[config.mk]
export PLATFORM = sky130hd
export DESIGN_NAME = uart_irq_ident
export DESIGN_NICKNAME = d
export VERILOG_FILES = /design/src/rtl/uart_irq_pkg.sv /design/src/rtl/irq_event_latch.sv /design/src/rtl/irq_prio_encoder.sv /design/src/rtl/irq_read_ctrl.sv /design/src/rtl/uart_irq_ident.sv
export SDC_FILE = /design/constraint.sdc
export NUM_CORES = 1
export LEC_CHECK = 0
export BUFFER_PORTS_ARGS = -buffer_cell sky130_fd_sc_hd__buf_2
export CAP_MARGIN = 10
export CORE_AREA = 2 2 39 41
export DETAILED_ROUTE_END_ITERATION = 12
export DIE_AREA = 0 0 41 43
export GPL_TIMING_DRIVEN = 0
export PLACE_DENSITY = 0.74
export SYNTH_ARGS = -nofsm -noshare
export SYNTH_HDL_FRONTEND = slang
export SYNTH_SLANG_ARGS = --single-unit
[constraint.sdc]
create_clock -name clk -period 2.4 [get_ports clk]
set_input_delay 0.12 -clock clk [delete_from_list [all_inputs] [get_ports clk]]
set_output_delay 0.12 -clock clk [all_outputs]
set_load 0.05 [all_outputs]
[src/rtl/uart_irq_pkg.sv]
// Package: shared widths, source indices and status codes of the
// interrupt identification prioritizer. Index 0 is the most urgent source.
package uart_irq_pkg;

    localparam int ISR_W     = 8;
    localparam int CODE_W    = 6;
    localparam int FIFO_W    = ISR_W - CODE_W;
    localparam int NUM_SRC   = 7;

    // priority positions, 0 = most urgent
    localparam int P_LINE  = 0;
    localparam int P_TOUT  = 1;
    localparam int P_RXRDY = 2;
    localparam int P_TXRDY = 3;
    localparam int P_MODEM = 4;
    localparam int P_MATCH = 5;
    localparam int P_FLOW  = 6;

    // latched event slots
    localparam int NUM_EVT = 4;
    localparam int E_TX    = 0;
    localparam int E_XOFF  = 1;
    localparam int E_SPCH  = 2;
    localparam int E_FLOW  = 3;

    typedef enum logic [CODE_W-1:0] {
        CODE_LINE  = 6'h06,
        CODE_TOUT  = 6'h0C,
        CODE_RXRDY = 6'h04,
        CODE_TXRDY = 6'h02,
        CODE_MODEM = 6'h00,
        CODE_MATCH = 6'h10,
        CODE_FLOW  = 6'h20,
        CODE_NONE  = 6'h01
    } isr_code_e;

    // code for a priority position
    function automatic logic [CODE_W-1:0] code_of(input int idx);
        case (idx)
            P_LINE:  code_of = CODE_LINE;
            P_TOUT:  code_of = CODE_TOUT;
            P_RXRDY: code_of = CODE_RXRDY;
            P_TXRDY: code_of = CODE_TXRDY;
            P_MODEM: code_of = CODE_MODEM;
            P_MATCH: code_of = CODE_MATCH;
            P_FLOW:  code_of = CODE_FLOW;
            default: code_of = CODE_NONE;
        endcase
    endfunction

endpackage

[src/rtl/irq_event_latch.sv]
// Module: irq_event_latch
// A bank of sticky bits, one for each pulsed interrupt event.
// Assumes set and clear are single-cycle, synchronous strobes.
// When set and clear meet on the same bit, set wins, so no event is lost.
module irq_event_latch #(
    parameter int WIDTH = 4
) (
    input  logic             clk,
    input  logic             rst_n,
    input  logic [WIDTH-1:0] set_i,
    input  logic [WIDTH-1:0] clr_i,
    output logic [WIDTH-1:0] hold_o
);

    for (genvar g = 0; g < WIDTH; g++) begin : g_bit
        // hold one event until it is explicitly cleared
        always_ff @(posedge clk) begin
            if (!rst_n)
                hold_o[g] <= 1'b0;
            else if (set_i[g])
                hold_o[g] <= 1'b1;
            else if (clr_i[g])
                hold_o[g] <= 1'b0;
        end
    end

endmodule

[src/rtl/irq_prio_encoder.sv]
// Module: irq_prio_encoder
// Purely combinational. It picks the most urgent pending source and
// returns its status code. Inputs must already be masked by their enables.
module irq_prio_encoder
    import uart_irq_pkg::*;
#(
    parameter int N = NUM_SRC
) (
    input  logic [N-1:0]      pend_i,
    output logic [CODE_W-1:0] code_o
);

    // walk from least to most urgent so the most urgent source wins
    always_comb begin
        code_o = CODE_NONE;
        for (int i = N - 1; i >= 0; i--) begin
            if (pend_i[i])
                code_o = code_of(i);
        end
    end

endmodule

[src/rtl/irq_read_ctrl.sv]
// Module: irq_read_ctrl
// Registers the status byte and the request line. Holds both while the
// read strobe is high and flags the first cycle of each strobe, which is
// the only cycle where reading may clear a source.
module irq_read_ctrl
    import uart_irq_pkg::*;
(
    input  logic              clk,
    input  logic              rst_n,
    input  logic              isr_rd,
    input  logic              fifo_en,
    input  logic [CODE_W-1:0] code_i,
    output logic [ISR_W-1:0]  isr_q,
    output logic              irq,
    output logic              rd_first
);

    logic rd_prev;

    // first cycle of a read strobe
    assign rd_first = isr_rd & ~rd_prev;

    // track the strobe so it is recognised only once
    always_ff @(posedge clk) begin
        if (!rst_n)
            rd_prev <= 1'b0;
        else
            rd_prev <= isr_rd;
    end

    // capture status outside reads, freeze it during a read
    always_ff @(posedge clk) begin
        if (!rst_n) begin
            isr_q <= {{FIFO_W{1'b0}}, CODE_NONE};
            irq   <= 1'b0;
        end else if (!isr_rd) begin
            isr_q <= {{FIFO_W{fifo_en}}, code_i};
            irq   <= ~code_i[0];
        end
    end

endmodule

[src/rtl/uart_irq_ident.sv]
// Module: uart_irq_ident (top)
// Merges the interrupt sources of one UART channel into a status byte and
// a request line. Level sources come straight from their owners. Pulsed
// events are latched here and cleared by a read that reports them; the
// special-character match also clears on the next received character.
module uart_irq_ident
    import uart_irq_pkg::*;
(
    input  logic             clk,
    input  logic             rst_n,
    input  logic             lsr_err,
    input  logic             rx_tout,
    input  logic             rx_avail,
    input  logic             tx_ready,
    input  logic             modem_chg,
    input  logic             xoff_hit,
    input  logic             spchar_hit,
    input  logic             rx_char,
    input  logic             flow_deassert,
    input  logic             ie_line,
    input  logic             ie_rx,
    input  logic             ie_tx,
    input  logic             ie_modem,
    input  logic             ie_match,
    input  logic             ie_flow,
    input  logic             enh_en,
    input  logic             fifo_en,
    input  logic             isr_rd,
    output logic [ISR_W-1:0] isr_q,
    output logic             irq
);

    logic [NUM_EVT-1:0] evt_set, evt_clr, evt_q;
    logic [NUM_SRC-1:0] pend;
    logic [CODE_W-1:0]  code;
    logic               rd_first;
    logic               rd_hits_tx, rd_hits_match, rd_hits_flow;

    // event pulses into the latch bank
    always_comb begin
        evt_set         = '0;
        evt_set[E_TX]   = tx_ready;
        evt_set[E_XOFF] = xoff_hit;
        evt_set[E_SPCH] = spchar_hit;
        evt_set[E_FLOW] = flow_deassert;
    end

    // a read clears only the event its sampled code names
    assign rd_hits_tx    = rd_first && (isr_q[CODE_W-1:0] == CODE_TXRDY);
    assign rd_hits_match = rd_first && (isr_q[CODE_W-1:0] == CODE_MATCH);
    assign rd_hits_flow  = rd_first && (isr_q[CODE_W-1:0] == CODE_FLOW);

    // clear conditions per latched event
    always_comb begin
        evt_clr         = '0;
        evt_clr[E_TX]   = rd_hits_tx;
        evt_clr[E_XOFF] = rd_hits_match;
        evt_clr[E_SPCH] = rd_hits_match | rx_char;
        evt_clr[E_FLOW] = rd_hits_flow;
    end

    irq_event_latch #(.WIDTH(NUM_EVT)) u_latch (
        .clk    (clk),
        .rst_n  (rst_n),
        .set_i  (evt_set),
        .clr_i  (evt_clr),
        .hold_o (evt_q)
    );

    // mask each source with its enables, in priority order
    always_comb begin
        pend          = '0;
        pend[P_LINE]  = lsr_err   & ie_line;
        pend[P_TOUT]  = rx_tout   & ie_rx;
        pend[P_RXRDY] = rx_avail  & ie_rx;
        pend[P_TXRDY] = evt_q[E_TX] & ie_tx;
        pend[P_MODEM] = modem_chg & ie_modem;
        pend[P_MATCH] = (evt_q[E_XOFF] | evt_q[E_SPCH]) & ie_match & enh_en;
        pend[P_FLOW]  = evt_q[E_FLOW] & ie_flow & enh_en;
    end

    irq_prio_encoder #(.N(NUM_SRC)) u_enc (
        .pend_i (pend),
        .code_o (code)
    );

    irq_read_ctrl u_rd (
        .clk      (clk),
        .rst_n    (rst_n),
        .isr_rd   (isr_rd),
        .fifo_en  (fifo_en),
        .code_i   (code),
        .isr_q    (isr_q),
        .irq      (irq),
        .rd_first (rd_first)
    );

endmodule

; Word-level counts from Yosys, hierarchy flattened
; Index checks and enable logic that the tools add are counted.
; W data, S select, Z words.
[classes]
n_eq_ne = 3
n_reduce_logical = 7
n_mux = 15
n_bitwise = 14
[ops]
columns = operator, count
row1 = $mux W6, 7
row2 = $and A1 B1 Y1, 10
row3 = $mux W1, 8
row4 = $reduce_bool A2 Y1, 4
row5 = $eq A6 B2 Y1 const B, 1
row6 = $eq A6 B5 Y1 const B, 1
row7 = $eq A6 B6 Y1 const B, 1
row8 = $logic_and A1 B1 Y1, 3
row9 = $not A1 Y1, 2
row10 = $or A1 B1 Y1, 2
[totals]
regBits = 13
input_bits = 20
word_cells = 46

; Logic depth before layout (Yosys ltp)
[depth]
depth_word = 10
mapped_depth = 4

; Cells and area by module
; From an unflattened synthesis, not the netlist that was laid out.
[hier_totals]
cells_unflattened = 65
area_unflattened_um2 = 694.4
[by_module_without_submodules]
columns = module, cells_each, area_each_um2, n_inst
row1 = irq_read_ctrl, 30, 345.3, 1
row2 = irq_event_latch, 12, 165.2, 1
row3 = uart_irq_ident, 14, 110.1, 1
row4 = irq_prio_encoder, 9, 73.8, 1

; Worst setup path after synthesis
; OpenSTA, ideal clock, no wires.
[synth_path]
path_type = register to register
startpoint = register u_rd.isr_q[5]
endpoint = register u_latch.hold_o[3]
n_path_buf = 0
required_time_ps = 2274
period_less_slack_ps = 1553
arrival_time_ps = 1427
setup_slack_ps = 847
path_stages_with_launch = 4
setup_time_ps = 126
cell_sequence = dfxtp_1 -> or4b_1 -> o41ai_1 -> a21oi_1
[synth_between]
elab_chain_len = 3
[synth_rtl]
columns = item, line
row1 = "start, declared", irq_read_ctrl.sv:13  ; output logic [ISR_W-1:0] isr_q,
row2 = "start signal, assigned", irq_read_ctrl.sv:34  ; isr_q <= {{FIFO_W{1'b0}}, CODE_NONE};
row3 = "start signal, assigned", irq_read_ctrl.sv:37  ; isr_q <= {{FIFO_W{fifo_en}}, code_i};
row4 = $eq A6 B6 Y1, uart_irq_ident.sv:51  ; assign rd_hits_flow = rd_first && (isr_q[CODE_W-1:0] == CODE_FLOW);
row5 = $logic_and A1 B1 Y1, uart_irq_ident.sv:51
row6 = $reduce_bool A2 Y1 (no line), -
row7 = "end signal, assigned by index", irq_event_latch.sv:19  ; hold_o[g] <= 1'b0;
row8 = "end signal, assigned by index", irq_event_latch.sv:21  ; hold_o[g] <= 1'b1;
row9 = "end signal, assigned by index", irq_event_latch.sv:23  ; hold_o[g] <= 1'b0;
row10 = "end, declared", irq_event_latch.sv:12  ; output logic [WIDTH-1:0] hold_o
; Every way passes these cells.
; A chain may end at the register's enable or synchronous reset.

; Worst setup path in the final report
[layout_path]
startpoint = register u_rd.isr_q[3]
endpoint = register u_latch.hold_o[2]
[layout_between]
elab_chain_len = 4
[layout_rtl]
columns = item, line
row1 = $eq A6 B5 Y1, uart_irq_ident.sv:50  ; assign rd_hits_match = rd_first && (isr_q[CODE_W-1:0] == CODE_MATCH);
row2 = $logic_and A1 B1 Y1, uart_irq_ident.sv:50
row3 = $or A1 B1 Y1, uart_irq_ident.sv:58  ; evt_clr[E_SPCH] = rd_hits_match | rx_char;
row4 = $reduce_bool A2 Y1 (no line), -
; Every way passes these cells.

==> metrics.md <==
| Metric | Value |
|---|---|
| Status | `complete, no violations` |
| Syn Area/Cell | `9.050 um2` |
| RSZ-0062 raised after global routing | `false` |
| FFs w/ async S/R, synth | `0%` |
| CTS tree | `built` |
| Critical path type | `reg2reg` |
| Hold Path Depth | `3` |
| Final GP Congestion | `0.7675` |
| Post-layout min period | `1.390 ns` |
| # IOs | `29` |
| Die ar. | `around 0.0018 mm2` |
| Port buffer count | `26` |
| Fin. max-slew vios | `0` |
| Distinct cells, synth | `26` |
| Max_cap viols | `0` |
| Vias | `557` |
| Cells after synthesis | `60` |
| Initial antenna violation count | `0` |
| Simple logic cell fraction of the synthesized area | `a little over a fifth` |
| Clock sink count | `13` |
| FF+latch count, synth | `13` |
| Synth Area in Adders | `0%` |
| Iteration count of the initial detailed-routing pass | `4` |
| Cell Int Power | `0.3247 mW` |
| Htree depth | `1` |
| Clock Latency Late Sink | `0.27 ns` |
| Comb power frac | `19.3%` |
| CTS root buffer | `clkbuf_4` |
| DR vias/cell | `about 5.3` |
| Worst-path clk slew | `approximately 0.08 ns` |
| Count of final setup violators | `0` |
| Xor-xnor portion of the synthesized cell area | `0%` |
| Dpl cells | `roughly 100` |
| Sequential share of the synthesized area | `47.93%` |
| Fin. Hold Viols | `0` |
| Crit path launch type | `flip-flop` |
| GRT Overall Usage | `16.06%` |
| Crit end category | `flip-flop` |
| Most common cell in the netlist | `dfxtp_1` |
| Post-synthesis mux area share | `1.843%` |
| P&R area growth vs syn | `32.49%` |
| Final Net Count | `111` |
| P_sw | `0.1330 mW` |
| Slew HR | `69.70%` |
| Main combinational cell family by area after synthesis | `simple AND/OR/NAND/NOR gates` |
| Post-synthesis cell area | `543.0 um2` |
| Ys flop type | `dfxtp_1` |
| Routed wire per std cell | `11.41 um` |
| Post-CTS Setup Repair Bufs | `0` |
| Switching share of power | `29.05%` |
| Routed WL | `1.209 mm` |
| Top cell type's share of synthesized area | `47.93%` |
| Leakage | `~0.34 nW` |
| Leading cell types by count after synthesis | `13 x dfxtp_1, 7 x a21oi_1, 7 x nand2_1, 6 x inv_1` |
| Die Span X | `41 um` |
| Clock Tree Buf Depth | `2` |
| Worst Clk Skew | `0.002349 ns` |
| Largest net degree at the start of global routing | `9` |
| Post-DP HPWL | `985.5 um` |
| Final Total Pwr | `0.4577 mW` |
| Row cnt | `14` |
| Hold crit path type | `in2reg` |
| Max IR drop VDD | `0.0003281 V` |
| Die Height | `between 40 and 50 um` |
| Flop pwr share | `between 50% and 60%` |
| Power Density | `636.2 mW/mm2` |
| Crit path required time | `2.56 ns` |
| Worst-Margin Slew | `about 0.45 ns` |
| Starting Density | `39.24%` |
| Worst reg2reg path depth | `3` |
| Yosys top cell by area | `dfxtp_1` |
| Core area | `0.001384 mm2` |
| DR iter-0 viols | `11` |
| Clk network pwr share | `28.8%` |
| R2R setup slack | `between 1 and 1.5 ns` |
| Final non-filler cell total | `roughly 110` |
| Tcrit/Tclk final | `57.93%` |
| YS warnings | `0` |
| Mapped Nets | `80` |
| First-pass GRT wire length | `1.890 mm` |
| Num CTS Buffers | `3` |
| Crit-path max FO | `4` |
| Hold buffer count at cts | `0` |
| Arr. time, crit path | `1.55 ns` |
| Top cells by area, synth | `dfxtp_1 48%, a21oi_1 6.5%, nand2_1 4.8%` |
| Total grt overflow | `0` |
| Antenna Nets Post-Route | `0` |
| Inserted Diodes | `0` |
| Post-CTS Resized | `0` |
| Highest clock rate | `719.3 MHz` |
| Post-synth EDFFs | `0` |
| Layout cells sized above 1 | `36.67%` |
| Synth Area in Compound Gates | `21.20%` |
| Number of remaining DRC errors | `0` |
| Vias in the first global route | `462` |
| Setup TNS Final | `0 ns` |
## per-layer routing
layer | vias to the layer above | part of all wire, % | track usage, %
li1 | 279 | - | -
met1 | 253 | 44 | 20.98
met2 | 20 | 48 | 23.13
met3 | 5 | 5.5 | 3.141
met4 | 0 | 2.2 | 10.00
met5 | - | 0 | 0
## worst max-delay path, cell delays in order, from the launching register on
cell and delay (ns):
dfxtp_1 0.34, or4_4 0.55, nor4b_2 0.29, o21ai_1 0.11
## placed cells by master, fill, tap and decap left out, types with 2 or more instances in the layout
master    instances
nand2_1           7
o21ai_1           2
buf_2            27
clkbuf_4          3
o41ai_1           2
nand4_1           2
inv_1             6
o21ai_0           2
clkbuf_1          2
dfxtp_1          13
a21oi_1           7
nor2_1            2
## logic make-up (layout without fill, tap and decap cells)
logic type             after synthesis  count (layout)
AO/OA/AOI/OAI                       18              18
buffers and inverters                9              39
flip-flops                          13              13
multiplexers                         1               1
AND/OR/NAND/NOR                     19              19
## through the flow
| step | instance area [um2] | worst slack, ns | hold WS [ns] | util [%] |
|---|---|---|---|---|
| 4_1_cts | 719.4 | 0.9979 | 0.04822 | 51.99 |
| 6_report | 719.4 | 1.010 | 0.04620 | 51.99 |
| 2_1_floorplan | 543.0 | 0.8466 | 0.2346 | - |
| 3_5_place_dp | 693.2 | 1.009 | 0.3311 | 50.09 |
| 3_3_place_gp | 693.2 | 1.010 | 0.3212 | 50.09 |
| 5_1_grt | 719.4 | 0.9173 | 0.04104 | 51.99 |
## power groups by stage
stage / registers [mW] / clock network, mW / logic, mW
6_report: 0.238 / 0.132 / 0.0882
5_1_grt: 0.240 / 0.147 / 0.0952
4_1_cts: 0.238 / 0.135 / 0.0889
3_5_place_dp: 0.243 / 0 / 0.0887
3_3_place_gp: 0.242 / 0 / 0.0874
2_1_floorplan: 0.267 / 0 / 0.0347
## final timing paths
| path | startpoint | endpoint |
|---|---|---|
| max | u_rd.isr_q[3] | u_latch.hold_o[2] |
| min | xoff_hit | u_latch.hold_o[1] |
| min reg2reg | u_latch.hold_o[1] | u_latch.hold_o[1] |
| max reg2reg | u_rd.isr_q[3] | u_latch.hold_o[2] |
## registers in the layout (all words and copies together), names as in the netlist
name / cells
u_rd.isr_q: 7
u_rd.irq: 1
u_rd.rd_prev: 1
u_latch.hold_o: 4
## layout make-up
type	count	area [um2]
plain buffers	3	16.27
clock buffers	4	26.28
fillers	142	664.4
inverters	6	22.52
multi-input cells	38	244.0
flip-flops and latches	13	260.3
well taps	16	20.02
repair buffers	26	130.1
No activity file was read; power rests on OpenSTA's default activity.
